==> src/rtl/ser_pkg.sv <==
// Shared sizing for the serial word transmitter.
package ser_pkg;
    parameter int unsigned SER_WORD_W = 10; // bits per parallel word
    parameter int unsigned SER_TAP_LO = 4;  // short scrambler delay
    parameter int unsigned SER_TAP_HI = 9;  // long scrambler delay
endpackage

==> src/rtl/ser_word_counter.sv <==
// Divide-by-N counter that makes the word-load strobe.
// Assumes N >= 2. The strobe is high while the count sits at N-1.
module ser_word_counter #(
    parameter int unsigned N = 10
) (
    input  logic clk,
    input  logic rst_n,
    output logic take
);
    localparam int unsigned CW = (N > 1) ? $clog2(N) : 1;
    localparam logic [CW-1:0] LAST = CW'(N - 1);

    logic [CW-1:0] cnt;

    // Count 0..N-1 and wrap to zero.
    always_ff @(posedge clk) begin
        if (!rst_n)           cnt <= '0;
        else if (cnt == LAST) cnt <= '0;
        else                  cnt <= cnt + 1'b1;
    end

    // The strobe marks the final count of each period.
    always_comb take = (cnt == LAST);

    a_r1_single_pulse: assert property (@(posedge clk) disable iff (!rst_n)
        take |=> !take);
    a_r1_in_range: assert property (@(posedge clk) disable iff (!rst_n)
        cnt <= LAST);
    a_r7_count_clear: assert property (@(posedge clk)
        !rst_n |=> (cnt == '0));
endmodule

==> src/rtl/ser_piso.sv <==
// Parallel-in serial-out register. It loads on `load` and then shifts right,
// so bit 0 leaves first. Zeros are shifted in behind the word.
module ser_piso #(
    parameter int unsigned W = 10
) (
    input  logic         clk,
    input  logic         rst_n,
    input  logic         load,
    input  logic [W-1:0] word,
    output logic         bit_out
);
    logic [W-1:0] sreg;

    // Capture a new word or advance one bit toward the output.
    always_ff @(posedge clk) begin
        if (!rst_n)    sreg <= '0;
        else if (load) sreg <= word;
        else           sreg <= {1'b0, sreg[W-1:1]};
    end

    // The current serial bit is the low end of the register.
    always_comb bit_out = sreg[0];

    a_r2_capture: assert property (@(posedge clk) disable iff (!rst_n)
        load |=> (sreg == $past(word)));
    a_r2_shift: assert property (@(posedge clk) disable iff (!rst_n)
        !load |=> (sreg[W-2:0] == $past(sreg[W-1:1])));
endmodule

==> src/rtl/ser_scrambler.sv <==
// Self-synchronising scrambler: out = in ^ out[-LO] ^ out[-HI].
// Assumes 1 <= LO < HI. The history holds past scrambled bits, newest in bit 0.
module ser_scrambler #(
    parameter int unsigned LO = 4,
    parameter int unsigned HI = 9
) (
    input  logic clk,
    input  logic rst_n,
    input  logic din,
    output logic sout
);
    logic [HI-1:0] hist;

    // Mix the incoming bit with the two delayed scrambled bits.
    always_comb sout = din ^ hist[LO-1] ^ hist[HI-1];

    // Push each scrambled bit into the history.
    always_ff @(posedge clk) begin
        if (!rst_n) hist <= '0;
        else        hist <= {hist[HI-2:0], sout};
    end

    a_r3_history_feed: assert property (@(posedge clk) disable iff (!rst_n)
        1'b1 |=> (hist[0] == $past(sout)));
    a_r7_history_clear: assert property (@(posedge clk)
        !rst_n |=> (hist == '0));
endmodule

==> src/rtl/ser_nrzi.sv <==
// NRZI encoder: the line level inverts after each 1 and holds after each 0.
module ser_nrzi (
    input  logic clk,
    input  logic rst_n,
    input  logic sin,
    output logic level
);
    // Toggle the held level on a one.
    always_ff @(posedge clk) begin
        if (!rst_n) level <= 1'b0;
        else        level <= level ^ sin;
    end

    a_r4_toggle: assert property (@(posedge clk) disable iff (!rst_n)
        sin |=> (level != $past(level)));
    a_r4_hold: assert property (@(posedge clk) disable iff (!rst_n)
        !sin |=> $stable(level));
    a_r7_level_clear: assert property (@(posedge clk)
        !rst_n |=> !level);
endmodule

==> src/rtl/serial_word_tx.sv <==
// Serial word transmitter: divide-by-WORD_W load strobe, LSB-first shifter,
// x^HI+x^LO+1 scrambler, NRZI encoder and a lock-gated differential pair.
// Assumes clk runs at WORD_W times the word rate.
module serial_word_tx
    import ser_pkg::*;
#(
    parameter int unsigned WORD_W = SER_WORD_W,
    parameter int unsigned TAP_LO = SER_TAP_LO,
    parameter int unsigned TAP_HI = SER_TAP_HI
) (
    input  logic              clk,
    input  logic              rst_n,
    input  logic [WORD_W-1:0] word_in,
    input  logic              lock_ok,
    output logic              word_take,
    output logic              sdo_p,
    output logic              sdo_n
);
    logic plain_bit;
    logic scr_bit;
    logic line_lvl;

    ser_word_counter #(.N(WORD_W)) u_cnt (
        .clk(clk), .rst_n(rst_n), .take(word_take)
    );

    ser_piso #(.W(WORD_W)) u_piso (
        .clk(clk), .rst_n(rst_n), .load(word_take), .word(word_in),
        .bit_out(plain_bit)
    );

    ser_scrambler #(.LO(TAP_LO), .HI(TAP_HI)) u_scr (
        .clk(clk), .rst_n(rst_n), .din(plain_bit), .sout(scr_bit)
    );

    ser_nrzi u_nrzi (
        .clk(clk), .rst_n(rst_n), .sin(scr_bit), .level(line_lvl)
    );

    // Drive the pair only while locked; otherwise hold both lines low.
    always_comb begin
        sdo_p = lock_ok & line_lvl;
        sdo_n = lock_ok & ~line_lvl;
    end

    a_r5_muted: assert property (@(posedge clk) disable iff (!rst_n)
        !lock_ok |-> (!sdo_p && !sdo_n));
    a_r6_pair: assert property (@(posedge clk) disable iff (!rst_n)
        lock_ok |-> (sdo_p != sdo_n));
endmodule

==> config.mk <==
export PLATFORM = sky130hd
export DESIGN_NAME = serial_word_tx
export DESIGN_NICKNAME = d
export VERILOG_FILES = /design/src/rtl/ser_pkg.sv /design/src/rtl/ser_word_counter.sv /design/src/rtl/ser_piso.sv /design/src/rtl/ser_scrambler.sv /design/src/rtl/ser_nrzi.sv /design/src/rtl/serial_word_tx.sv
export SDC_FILE = /design/constraint.sdc
export NUM_CORES = 1
export LEC_CHECK = 0
export BUFFER_PORTS_ARGS = -buffer_cell sky130_fd_sc_hd__buf_2
export CAP_MARGIN = 10
export CORE_MARGIN = 3
export CORE_UTILIZATION = 52
export DETAILED_ROUTE_END_ITERATION = 6
export GPL_TIMING_DRIVEN = 0
export MAX_ROUTING_LAYER = met4
export PLACE_DENSITY = 0.83
export RECOVER_POWER = 50
export SYNTH_ARGS = -nofsm -noshare
export SYNTH_HDL_FRONTEND = slang
export SYNTH_SLANG_ARGS = --single-unit
==> constraint.sdc <==
create_clock -name clk -period 1.7 [get_ports clk]
set_clock_uncertainty 0.2 [all_clocks]
set_input_delay 0 -clock clk [delete_from_list [all_inputs] [get_ports clk]]
set_output_delay 0 -clock clk [all_outputs]
set_load 0.005 [all_outputs]
==> results of run 1 <==
## timing repair
item	4_1_cts	5_1_grt
gates cloned	0	0
hold buffers	11	0
setup buffers	0	1
hold endpoints to repair	13	0
endpoints found under the setup margin	1	1
resized for setup	2	1
## sequential cells by signal (all words and copies together) (netlist names)
register / count
u_nrzi.level: 1
u_cnt.cnt: 4
u_scr.hist: 9
u_piso.sreg: 10
## cell type report
cell class | instances | area [um^2] | area share [%]
timing repair buffer | 27 | 188.9 | 16.15
multi-input combinational | 56 | 397.9 | 34.01
clock buffer | 3 | 22.52 | 1.925
buffer | 3 | 18.77 | 1.604
inverter | 2 | 10.01 | 0.8556
tap | 16 | 20.02 | 1.711
clock inverter | 1 | 30.03 | 2.567
sequential | 24 | 481.7 | 41.18
## per-layer routing
layer	share of wire (%)	track usage (%)
met1	45	19.59
met2	49	27.01
met3	4.1	6.767
met4	1.9	6.452
met5	0	-
## report_power, final
group	switching, W	total [W]	internal [W]
clock	0.000172	0.000410	0.000238
combinational	0.0000237	0.0000662	0.0000424
sequential	0.00000574	0.000575	0.000569
## final timing paths
check                                start                        end  slack, ps  depth (start not counted)
setup / recovery   u_cnt.cnt[1]$_SDFF_PP0_                  word_take        120                          6
hold / removal                     lock_ok                      sdo_p         90                          3
setup reg to reg   u_cnt.cnt[1]$_SDFF_PP0_  u_piso.sreg[0]$_SDFF_PN0_        290                          6
hold reg to reg   u_scr.hist[4]$_SDFF_PN0_   u_scr.hist[5]$_SDFF_PN0_        250                          1
## layout by cell type, fill, tap and decap left out, types with 2 or more instances in the layout
cell type and instances:
sky130_fd_sc_hd__clkbuf_1 5, sky130_fd_sc_hd__dlygate4sd3_1 11, sky130_fd_sc_hd__and3_1 2, sky130_fd_sc_hd__and2_0 5, sky130_fd_sc_hd__nand2_1 20, sky130_fd_sc_hd__clkbuf_4 3, sky130_fd_sc_hd__a21boi_2 6, sky130_fd_sc_hd__nor3b_1 4
sky130_fd_sc_hd__a21boi_0 4, sky130_fd_sc_hd__dfxtp_1 23, sky130_fd_sc_hd__and2_1 4, sky130_fd_sc_hd__buf_2 12
## worst max-delay path, delay by kind of cell (launching register included)
| family | cells | cell delay, ps |
|---|---|---|
| and+or+nand+nor | 1 | 110 |
| DFF | 1 | 350 |
| adders and majority gates | 1 | 210 |
| buffers and inverters | 4 | 380 |
## through the flow
stage               power [W]  worst slack, ps  hold WS, ps  utilization, %
floorplan           0.0006108            323.6       -84.12               -
global placement    0.0006303            243.9        32.53           63.25
detailed placement  0.0006321            215.7        37.91           63.25
CTS                  0.001056            29.83        91.11           73.81
global route         0.001090            39.02        138.2           74.21
finish               0.001051            122.7        93.74           74.21
## cell families after synthesis
logic type	share of synthesized area, %
and+or+nand+nor	25.66
DFF	53.26
AOI/OAI and AO/OA	11.79
buffers and inverters	2.912
xor gates and xnor gates	3.606
adders and majority gates	2.773
==> impl_metrics.yaml, run 1 <==
synth:
  synth_async_sr_flop_share_pct: 0
  ys_seq_area_share_pct: 53.26
  dominant_cell_by_count_in_the_synthesized_netlist: "sky130_fd_sc_hd__dfxtp_1"
  post_synth_main_area_contributors: "sky130_fd_sc_hd__dfxtp_1 53%, sky130_fd_sc_hd__nand2_1 8.3%, sky130_fd_sc_hd__a21boi_2 7.5%"
  synthFlopType: "sky130_fd_sc_hd__dfxtp_1"
  yosys-top-cells-count: "24 x sky130_fd_sc_hd__dfxtp_1, 20 x sky130_fd_sc_hd__nand2_1, 9 x sky130_fd_sc_hd__and2_1"
  synth_enable_flop_cells: 0
  syn_nets: 100
  synthesis.area_per_instance_um2: 10.61
  synth_top_area_cell: "sky130_fd_sc_hd__dfxtp_1"
  synthesis.yosys.warnings: 0
  yosysTopAreaCellShare_pct: 53.26
  post_synthesis_instance_total: 85
  synth_seq_cells: 24
  yosysUniqueCellTypes: 21
  synthesis.area_um2: 902.1
floorplanning:
  floorplan.rows: 14
  top_level_ports: 16
  fp.dieArea_um2: 2271
  chipHeight_um: 47.65
  core_um2: 1577
  die_x_um: 47.65
  starting_utilization_of_the_core_area_pct: 57.22
routing:
  drt.antenna.violating_nets: 0
  via_per_inst: 4.886
  routed_wire_length_per_instance_um: 12.23
  final_wirelength_um: 1614
  via_count: 645
  drc: 0
  drc_violation_total_after_the_first_tritonroute_iteration: 1
  drt-pass1-iter-count: 3
placed_design:
  placed_cells_incl_taps: 116
  number_of_i_o_port_buffers: 15
  detailed_place.area_um2: 997.2
  detailedPlacementHpwl_um: 974.1
  final_weighted_congestion_in_routability_driven_placement: 0.6879
clocking:
  clk_pin_slew_worst_paths_ps: 140
  tritoncts: "yes"
  clock_latency_late_sink_ps: 320
  cts_max_path_buffers: 2
  cts_root_buf: "sky130_fd_sc_hd__clkbuf_4"
  cts_inserted_buffers: 3
  cts.htree.levels: 1
  clock-sinks: 24
global_route:
  gr-usage-all-layers_pct: 17.14
  pin_count_of_the_biggest_net_entering_global_routing: 15
  global_route_wire_length_before_repair_um: 2546
  global_route.overflow_total: 0
  first_global_vias: 605
  antenna_found_initial: 0
setup_path:
  timing.critical_path.fanout_max: 10
  start_kind: "register"
  critical-path-max-stage-delay_ps: 350
  critPathArrivalTime_ps: 1380
  ordered_list_of_cells_on_the_worst_path: "inv_1 -> ha_2 -> nand3b_4 -> inv_4 -> buf_6 -> buf_2"
  worst-endpoint-required_ps: 1500
  worst_setup_path_end_kind: "output port"
  crit_type: "register to output port"
  slowest_cell_on_the_critical_path: "sky130_fd_sc_hd__dfxtp_1"
pwr:
  max-vdd-ir-drop_mv: 0.7156
  power.static_leakage_nw: 0.4876
  powerDensity_nw_per_um2: 898.5
finish:
  finish.instance_area_um2: 1170
  nNetsFinal: 132
  insertedDiodeCount: 0
  fillers: 98
  synthToLayoutAreaGrowth_pct: 29.68
  final_cells: 132
  fraction_of_layout_cells_with_a_size_suffix_above_1_pct: 26.72
sta:
  period_needed_ps: 1577
  setup-violations-final: 0
  grt_setup_unrepaired: "false"
  share_of_the_cycle_needed_by_the_critical_path_after_routing_pct: 92.78
  fmax_mhz: 634.0
  finalMaxSlewViolations: 0
  setup_total_negative_slack_ps: 0
  worst_slew_pin_slew_ps: 344.9
  report.final.hold_viol_count: 0
  slew-limit-headroom_pct: 77.01
worst_hold_path:
  worst_hold_path_type: "input pin to output port"
run:
  max-cap-violations: 0
outcome:
  status: "complete, no violations"
No activity file was read; power rests on OpenSTA's default activity.
==> inputs of run 2 (changes only) <==
PLACE_DENSITY = 0.78   (was 0.83)
==> impl_metrics.yaml, run 2 (same netlist as run 1, synthesis figures left out) <==
setup_path:
  worst_r2r_startpoint: "u_cnt.cnt[1]$_SDFF_PP0_"
  worst_setup_path_end_kind: "output port"
  slowest_cell_on_the_critical_path: "sky130_fd_sc_hd__dfxtp_1"
  critical-path-max-stage-delay_ps: 350
  crit_type: "register to output port"
  startpoint: "u_cnt.cnt[1]$_SDFF_PP0_"
  start_kind: "register"
  timing.critical_path.fanout_max: 10
  worst-endpoint-required_ps: 1500
  critPathArrivalTime_ps: 1350
  ordered_list_of_cells_on_the_worst_path: "inv_1 -> ha_2 -> nand3b_4 -> inv_4 -> buf_6 -> buf_2"
sta:
  slew-limit-headroom_pct: 76.16
  period_needed_ps: 1555
  setup_total_negative_slack_ps: 0
  finalMaxSlewViolations: 0
  grt_setup_unrepaired: "false"
  share_of_the_cycle_needed_by_the_critical_path_after_routing_pct: 91.45
  setup-violations-final: 0
  fin_hold_ws_ps: 93.45
  report.final.hold_viol_count: 0
  fmax_mhz: 643.2
  worst_slew_pin_slew_ps: 357.6
run:
  max-cap-violations: 0
finish:
  mostFrequentLayoutCell: "sky130_fd_sc_hd__dfxtp_1"
  nNetsFinal: 132
  largest_reg_flops: 10
  fraction_of_layout_cells_with_a_size_suffix_above_1_pct: 27.59
  synthToLayoutAreaGrowth_pct: 28.02
  layout_common_cells: "23 x sky130_fd_sc_hd__dfxtp_1, 20 x sky130_fd_sc_hd__nand2_1, 13 x sky130_fd_sc_hd__buf_2"
  registers_with_the_highest_flip_flop_counts: "u_piso.sreg x10, u_scr.hist x9, u_cnt.cnt x4"
  insertedDiodeCount: 0
  largest_register: "u_piso.sreg"
clocking:
  clk_pin_slew_worst_paths_ps: 130
  cts_max_path_buffers: 2
  clock_latency_late_sink_ps: 310
  tritoncts: "yes"
  clock-sinks: 24
  cts_inserted_buffers: 3
  cts_root_buf: "sky130_fd_sc_hd__clkbuf_4"
  cts.htree.levels: 1
floorplanning:
  top_level_ports: 16
  starting_utilization_of_the_core_area_pct: 57.22
  floorplan.rows: 14
  chipHeight_um: 47.65
  die_x_um: 47.65
  core_um2: 1577
  fp.dieArea_um2: 2271
placed_design:
  number_of_i_o_port_buffers: 15
  final_weighted_congestion_in_routability_driven_placement: 0.6780
  detailedPlacementHpwl_um: 936.1
global_route:
  gr-usage-all-layers_pct: 17.34
  first_global_vias: 594
  global_route_wire_length_before_repair_um: 2511
  global_route.overflow_total: 0
  antenna_found_initial: 0
  pin_count_of_the_biggest_net_entering_global_routing: 14
routing:
  drt.antenna.violating_nets: 0
  drc: 0
  via_per_inst: 5.015
  drc_violation_total_after_the_first_tritonroute_iteration: 6
  drt-pass1-iter-count: 4
  routed_wire_length_per_instance_um: 11.45
  via_count: 662
  final_wirelength_um: 1511
worst_hold_path:
  worst_hold_path_type: "input pin to output port"
  holdCritStartpoint: "lock_ok"
outcome:
  status: "complete, no violations"
pwr:
  powerDensity_nw_per_um2: 804.1
  max-vdd-ir-drop_mv: 0.5494
  power.static_leakage_nw: 0.4850
run 2: changes by cell type in the layout (fill, tap and decap cells not counted), sizes merged:
cell	delta
buf	+1
bufinv	-1
run 2: area by class of cell:
class                           instances  area [um^2]
Fill cell                             112        421.7
Buffer                                  3        18.77
Clock buffer                            4        36.28
Sequential cell                        24        481.7
Timing Repair Buffer                   27        190.2
Inverter                                2        10.01
Tap cell                               16        20.02
Multi-Input combinational cell         56        397.9
run 2: through the flow:
step	total power [W]	area, um^2	utilization, %	std cells	setup slack [ps]
floorplan	0.0006108	902.1	-	85	323.6
global placement	0.0006310	997.2	63.25	116	234.4
detailed placement	0.0006322	997.2	63.25	116	211.6
CTS	0.0009431	1147	72.78	131	43.15
global route	0.0009753	1155	73.25	132	60.22
finish	0.0009287	1155	73.25	132	145.4
run 2: critical path, delay by kind of cell, from the launching register on:
family	cells	cell delay (ps)
adders and majority gates	1	210
DFF	1	350
and+or+nand+nor	1	100
buffers and inverters	4	390
run 2: timing repair:
action                                  CTS  global route
pin swaps                                 0             0
gates cloned                              0             0
resized for setup                         2             1
hold buffers                             11             0
setup buffers                             0             1
hold endpoints to repair                 13             0
endpoints found under the setup margin    1             1
run 2: final timing paths:
check                                   end  slack [ps]  depth (start not counted)
setup / recovery                  word_take         150                          6
hold / removal                        sdo_p          90                          3
setup reg to reg  u_piso.sreg[9]$_SDFF_PN0_         340                          6
hold reg to reg    u_scr.hist[2]$_SDFF_PN0_         250                          1
run 2: report_power, final:
group	internal (W)	total, W	switching (W)	leakage [nW]
logic	0.0000425	0.0000658	0.0000233	0.270
registers	0.000569	0.000575	0.00000595	0.194
clock network	0.000131	0.000288	0.000157	0.0210
run 2: routing by layer:
layer / track usage [%] / share of wire, % / wire length (um)
met5: - / 0 / 0
met4: 11.83 / 4.8 / 72
met3: 7.143 / 4.2 / 63
met2: 25.94 / 49 / 734
met1: 18.54 / 42 / 640
